--- src/rtl/adc_rd_pkg.sv ---
package adc_rd_pkg;
    // header is start, sgl/diff, odd/sign, dummy
    parameter int HDR_BITS  = 4;
    // zero bits returned by the converter ahead of the MSB
    parameter int NULL_BITS = 2;

    typedef enum logic {
        PH_IDLE = 1'b0,
        PH_RUN  = 1'b1
    } phase_e;

    typedef struct packed {
        logic sgl;
        logic odd;
        logic left;
        logic shared;
    } cfg_t;
endpackage

--- src/rtl/adc_rd_clkdiv.sv ---
module adc_rd_clkdiv #(
    parameter int W = 8
) (
    input  logic         clk,
    input  logic         rst_n,
    input  logic         clr,
    input  logic         en,
    input  logic [W-1:0] limit,
    output logic         tick
);
    logic [W-1:0] cnt_d, cnt_q;

    always_comb begin
        tick  = en && (cnt_q == limit);
        cnt_d = cnt_q;
        if (clr)
            cnt_d = '0;
        else if (en)
            cnt_d = tick ? '0 : cnt_q + 1'b1;
    end

    always_ff @(posedge clk or negedge rst_n) begin
        if (!rst_n)
            cnt_q <= '0;
        else
            cnt_q <= cnt_d;
    end

    AST_DIV_BOUND: assert property (@(posedge clk) disable iff (!rst_n)
        en |-> cnt_q <= limit);
endmodule

--- src/rtl/adc_rd_pack.sv ---
module adc_rd_pack #(
    parameter int RES_W = 10,
    parameter int OUT_W = 16
) (
    input  logic [RES_W-1:0] raw,
    input  logic             left,
    output logic [OUT_W-1:0] word_o
);
    localparam int PAD = OUT_W - RES_W;

    generate
        if (PAD > 0) begin : g_pad
            always_comb begin
                if (left)
                    word_o = {raw, {PAD{1'b0}}};
                else
                    word_o = {{PAD{1'b0}}, raw};
            end
        end else begin : g_flat
            logic unused_left;
            assign unused_left = left;
            assign word_o = raw[RES_W-1 -: OUT_W];
        end
    endgenerate
endmodule

--- src/rtl/adc_read_ctrl.sv ---
module adc_read_ctrl
    import adc_rd_pkg::*;
#(
    parameter int DIV_W = 8,
    parameter int RES_W = 10,
    parameter int OUT_W = 16
) (
    input  logic             clk,
    input  logic             rst_n,
    input  logic             start,
    input  logic             sgl_diff,
    input  logic             odd_sign,
    input  logic             left_just,
    input  logic             shared_line,
    input  logic [DIV_W-1:0] clk_div,
    input  logic             adc_dout,
    output logic             cs_n,
    output logic             sclk,
    output logic             mosi,
    output logic             mosi_oe,
    output logic             busy,
    output logic             done,
    output logic [OUT_W-1:0] result
);
    localparam int FRAME_RISES = HDR_BITS + NULL_BITS + RES_W;
    localparam int CNT_W       = $clog2(FRAME_RISES + 1);
    localparam int FIRST_CAP   = HDR_BITS + NULL_BITS + 1;

    typedef struct packed {
        phase_e             state;
        logic               cs_n;
        logic               sclk;
        logic               mosi;
        logic               oe;
        logic               busy;
        logic               done;
        logic [CNT_W-1:0]   rises;
        logic [RES_W-1:0]   shreg;
        logic [OUT_W-1:0]   result;
        cfg_t               cfg;
        logic [DIV_W-1:0]   div;
    } regs_t;

    regs_t d, q;
    logic tick;
    logic start_take;
    logic [OUT_W-1:0] word;
    logic [HDR_BITS-1:0] hdr_word;
    logic [HDR_BITS-1:0] hdr_sh;
    logic [CNT_W-1:0] rise_nx;

    assign start_take = (q.state == PH_IDLE) && start;

    adc_rd_clkdiv #(.W(DIV_W)) u_div (
        .clk   (clk),
        .rst_n (rst_n),
        .clr   (start_take),
        .en    (q.state == PH_RUN),
        .limit (q.div),
        .tick  (tick)
    );

    adc_rd_pack #(.RES_W(RES_W), .OUT_W(OUT_W)) u_pack (
        .raw    (q.shreg),
        .left   (q.cfg.left),
        .word_o (word)
    );

    // bit 0 leaves first
    assign hdr_word = {1'b0, q.cfg.odd, q.cfg.sgl, 1'b1};
    assign hdr_sh   = hdr_word >> q.rises;
    assign rise_nx  = q.rises + 1'b1;

    always_comb begin
        d      = q;
        d.done = 1'b0;
        case (q.state)
            PH_IDLE: begin
                if (start) begin
                    d.state      = PH_RUN;
                    d.cs_n       = 1'b0;
                    d.busy       = 1'b1;
                    d.sclk       = 1'b0;
                    d.mosi       = 1'b1;
                    d.oe         = 1'b1;
                    d.rises      = '0;
                    d.cfg.sgl    = sgl_diff;
                    d.cfg.odd    = odd_sign;
                    d.cfg.left   = left_just;
                    d.cfg.shared = shared_line;
                    d.div        = clk_div;
                end
            end
            default: begin
                if (tick) begin
                    if (!q.sclk) begin
                        d.sclk  = 1'b1;
                        d.rises = rise_nx;
                        if (rise_nx >= CNT_W'(FIRST_CAP))
                            d.shreg = {q.shreg[RES_W-2:0], adc_dout};
                        if (q.cfg.shared && rise_nx == CNT_W'(HDR_BITS))
                            d.oe = 1'b0;
                    end else begin
                        d.sclk = 1'b0;
                        if (q.rises == CNT_W'(FRAME_RISES)) begin
                            d.state  = PH_IDLE;
                            d.cs_n   = 1'b1;
                            d.busy   = 1'b0;
                            d.done   = 1'b1;
                            d.oe     = 1'b1;
                            d.mosi   = 1'b0;
                            d.result = word;
                        end else if (q.rises < CNT_W'(HDR_BITS)) begin
                            d.mosi = hdr_sh[0];
                        end else begin
                            d.mosi = 1'b0;
                        end
                    end
                end
            end
        endcase
    end

    always_ff @(posedge clk or negedge rst_n) begin
        if (!rst_n) begin
            q      <= '0;
            q.cs_n <= 1'b1;
            q.oe   <= 1'b1;
        end else begin
            q <= d;
        end
    end

    assign cs_n    = q.cs_n;
    assign sclk    = q.sclk;
    assign mosi    = q.mosi;
    assign mosi_oe = q.oe;
    assign busy    = q.busy;
    assign done    = q.done;
    assign result  = q.result;

    AST_SCLK_IN_FRAME: assert property (@(posedge clk) disable iff (!rst_n)
        !$stable(q.sclk) |-> !$past(q.cs_n));
    AST_MOSI_ON_FALL: assert property (@(posedge clk) disable iff (!rst_n)
        !$stable(q.mosi) |-> !q.sclk);
    AST_RISE_LIMIT: assert property (@(posedge clk) disable iff (!rst_n)
        q.rises <= CNT_W'(FRAME_RISES));
    AST_CS_END: assert property (@(posedge clk) disable iff (!rst_n)
        $rose(q.cs_n) |-> q.done && !q.sclk && !q.busy);
    AST_DONE_PULSE: assert property (@(posedge clk) disable iff (!rst_n)
        q.done |=> !q.done);
    AST_RJ_ZERO: assert property (@(posedge clk) disable iff (!rst_n)
        q.done && !q.cfg.left |-> q.result[OUT_W-1:RES_W] == '0);
    AST_SHARED_RELEASE: assert property (@(posedge clk) disable iff (!rst_n)
        q.cfg.shared && $rose(q.sclk) && q.rises == CNT_W'(HDR_BITS) |-> !q.oe);
    AST_START_IGNORED: assert property (@(posedge clk) disable iff (!rst_n)
        q.busy && start |=> $stable(q.cfg) && $stable(q.div));
endmodule

--- config.mk ---
export PLATFORM = sky130hd
export DESIGN_NAME = adc_read_ctrl
export DESIGN_NICKNAME = d
export VERILOG_FILES = /design/src/rtl/adc_rd_pkg.sv /design/src/rtl/adc_rd_clkdiv.sv /design/src/rtl/adc_rd_pack.sv /design/src/rtl/adc_read_ctrl.sv
export SDC_FILE = /design/constraint.sdc
export NUM_CORES = 1
export LEC_CHECK = 0
export BUFFER_PORTS_ARGS = -buffer_cell sky130_fd_sc_hd__buf_4
export CAP_MARGIN = 20
export CORE_MARGIN = 2
export CORE_UTILIZATION = 40
export CTS_BUF_LIST = sky130_fd_sc_hd__clkbuf_4 sky130_fd_sc_hd__clkbuf_8 sky130_fd_sc_hd__clkbuf_16
export CTS_CLUSTER_SIZE = 20
export DETAILED_ROUTE_END_ITERATION = 10
export SLEW_MARGIN = 20
export SYNTH_ARGS = -nofsm -noshare
export SYNTH_HDL_FRONTEND = slang
export SYNTH_SLANG_ARGS = --single-unit
--- constraint.sdc ---
create_clock -name clk -period 2 [get_ports clk]
set_input_delay 0.6 -clock clk [delete_from_list [all_inputs] [get_ports clk]]
set_output_delay 0.6 -clock clk [all_outputs]
set_load 0.05 [all_outputs]
==> summary.md <==
| Metric | Value |
|---|---|
| Final net count | approximately 350 |
| Setup TNS | 0 ns |
| WP data arrival | 2.20 ns |
| 1st-iter DRT viols | 81 |
| CP max stage delay | 0.44 ns |
| CTS max path bufs | 2 |
| Slew HR | 64.0% |
| Max stage delay cell, worst path | dfrtp_1 |
| GRT Util Overall | 15.6% |
| CP bufs+invs | 2 |
| Commonest non-fill, non-tap cell in the layout | nand2_1 |
| 1st-pass router iterations | 5 |
| Fillers | between 600 and 700 |
| Synth Register Bits | slightly below 60 |
| Post-DP HPWL | 3850 µm |
| Worst Setup End Kind | register |
| Initial Util | between 40% and 50% |
| Via Count | 2039 |
| R2R Setup Slk | 0.008 ns |
| Hold WC Path Type | input port to async pin |
| Total power | 0.00392 W |
| RD Place Congestion | about 0.84 |
| Seq. cell area | 1460 µm² |
| Clk pin slew, worst setup/hold paths | about 0.06 ns |
| Area occupied by multi-input gates | 1210 µm² |
| YS warnings | 0 |
| Mapped Avg Cell Area | a little under 10 µm² |
| Least-Margin Pin Slew | 0.540 ns |
| CTS buffer count | 9 |
| Residual DRC count | 0 |
| RSZ-0062 raised after global routing | yes |
| FF-to-FF Start | q[38] |
| Worst Skew | about 0.0076 ns |
| First-pass GRT wire length | 9250 µm |
| Mapped Cells | 289 |
| Chip Width | 88.4 µm |
| Clock latency on the worst-skew pair | 0.33 ns |
| DR WL/cell | 12.9 µm |
| CP top delay family | compound AO/OA/AOI/OAI gates |
| Mapped Area | roughly 2800 µm² |
| Worst-path fanout max | 10 |
| Detail Route Antenna Nets | 0 |
| Synth unique cells | 35 |
| Full die area | ~7800 µm² |
| Chip Height | 88.4 µm |
| Critical Path RT | 2.21 ns |
| Fraction of layout cells with a size suffix above 1 | 27.6% |
| CP Class | register to register |
| Status | completed |
| Io pins | 38 |
| Leak pwr | 1.72 nW |
| Post-Route WL | 5540 µm |
| Clock root buffer master | clkbuf_8 |
| Final Cycle Share | 99.6% |
| Cell Chain, Critical Path | inv_2 > ha_1 > nor3_2 > a21oi_1 > nor3b_1 > a311o_1 > buf_12 > mux2_4 |
| Vias per cell | between 4 and 5 |
| Row count | 30 |
| FMAX | 502 MHz |
| Clock period minus worst slack | 1.99 ns |
| Final core occ | approximately half |
| Initial antenna violation count | 0 |
| Syn_nets | a little over 300 |
| Core region area | slightly below 7000 µm² |
| CTS tree | yes |
| Capturing point of the worst reg2reg path | q[28] |
| Remaining global-route overflow | 0 |
| CP startpoint | q[38] |
| Most frequent cells in the layout | nand2_1, dfrtp_1, buf_4 |
| Sink Count | 58 |
| ANT cells | 0 |
| Pwr/cell area | 1130 nW/µm² |
| Vias in the first global route | 1917 |
| Endpoints failing setup | 0 |
| Synthesis-to-layout area growth | 21.7% |
| Max VDD drop | 0.568 mV |
| Hold Fails Final Rpt | 0 |
| Worst-case reg-to-reg path depth | 8 |
| Max-cap viol count | 0 |
| Max Transition Viols Final | 0 |
| Largest net degree at the start of global routing | 38 |
| CP startpoint kind | register |
| H-tree lvl count | 3 |
| Number of port buffers | 37 |
| Sequential area share after synthesis | 51.0% |
## where the power goes
part	switching, W	internal [W]
clock	0.000431	0.000684
combinational	0.000613	0.000570
sequential	0.000241	0.00138
total	0.00128	0.00263
## state kept, by name, indices dropped and copies added (netlist names)
name	flops
cs_n	1
u_div.cnt_q	8
q	26
sclk	1
busy	1
result	16
done	1
mosi	1
hdr_word	2
mosi_oe	1
## worst max path at each step
stage               endpoint  slack, ns  cells after the start
global placement       q[34]       0.06                      6
detailed placement     q[33]       0.05                      6
finish                 q[28]      0.008                      8
floorplan              q[28]       0.05                      6
CTS                    q[29]       0.04                      6
global route           q[28]      -0.03                      8
## layout make-up
type | count | area share (%)
Clock buffer | 14 | 5.02
Clock inverter | 2 | 1.01
Inverter | 6 | 0.650
Multi-Input combinational cell | 196 | 34.8
Sequential cell | 58 | 42.0
Tap cell | 96 | 3.46
Timing Repair Buffer | 57 | 13.1
## repair_timing
item	4_1_cts	5_1_grt
hold buffers	0	0
buffers inserted	0	2
resized for setup	0	4
endpoints found under the setup margin	0	10
## synth_stat cells
library cell | n | area (µm²)
a211o_1 | 1 | 8.76
a21boi_1 | 1 | 7.51
a21o_1 | 4 | 30.0
a21oi_1 | 6 | 30.0
a22o_1 | 2 | 17.5
a22oi_1 | 1 | 7.51
a311o_1 | 1 | 10.0
a31oi_1 | 5 | 31.3
and3_1 | 3 | 18.8
buf_1 | 1 | 3.75
buf_4 | 17 | 128
clkbuf_1 | 11 | 41.3
dfrtp_1 | 56 | 1400
dfstp_2 | 2 | 52.6
ha_1 | 5 | 62.6
inv_1 | 6 | 22.5
mux2_4 | 10 | 150
mux2i_1 | 4 | 40.0
nand2_1 | 69 | 259
nand2b_1 | 9 | 56.3
nand3_1 | 11 | 55.1
nand3b_1 | 2 | 15.0
nand4_1 | 1 | 6.26
nor2_1 | 8 | 30.0
nor2b_1 | 4 | 25.0
nor3_1 | 3 | 15.0
nor3b_1 | 1 | 7.51
nor4_4 | 2 | 42.5
o21ai_0 | 26 | 130
o21bai_1 | 1 | 7.51
o32a_1 | 1 | 10.0
or2_2 | 1 | 6.26
or3_1 | 1 | 6.26
xnor2_1 | 2 | 17.5
xor2_1 | 11 | 96.3
## cells by family (layout without fill, tap and decap cells)
kind of cell	Yosys count	count (layout)	share of synthesized area (%)
buffers and inverters	35	79	6.85
AOI/OAI and AO/OA	49	49	10.2
adders and majority gates	5	5	2.20
xor gates and xnor gates	13	13	4.00
DFF	58	58	51.0
and+or+nand+nor	115	115	19.1
muxes	14	14	6.68
## per-layer routing
metal	global-route usage [%]	part of all wire, %	vias to the layer above
met3	4.01	4.3	6
li1	-	-	1027
met2	24.3	46	52
met1	21.0	48	954
met4	5.79	1.4	0
met5	0	0	-
## metrics by stage
step / instances / hold WS [ns] / worst slack (ns) / area [µm²]
2_1_floorplan: 289 / 0.304 / 0.0534 / 2850
3_3_place_gp: 411 / 0.447 / 0.0553 / 3230
3_5_place_dp: 411 / 0.470 / 0.0485 / 3230
4_1_cts: 427 / 0.162 / 0.0365 / 3440
5_1_grt: 429 / 0.169 / -0.0283 / 3470
6_report: 429 / 0.167 / 0.00844 / 3470
Note: power is estimated with default switching activity, not from simulation.
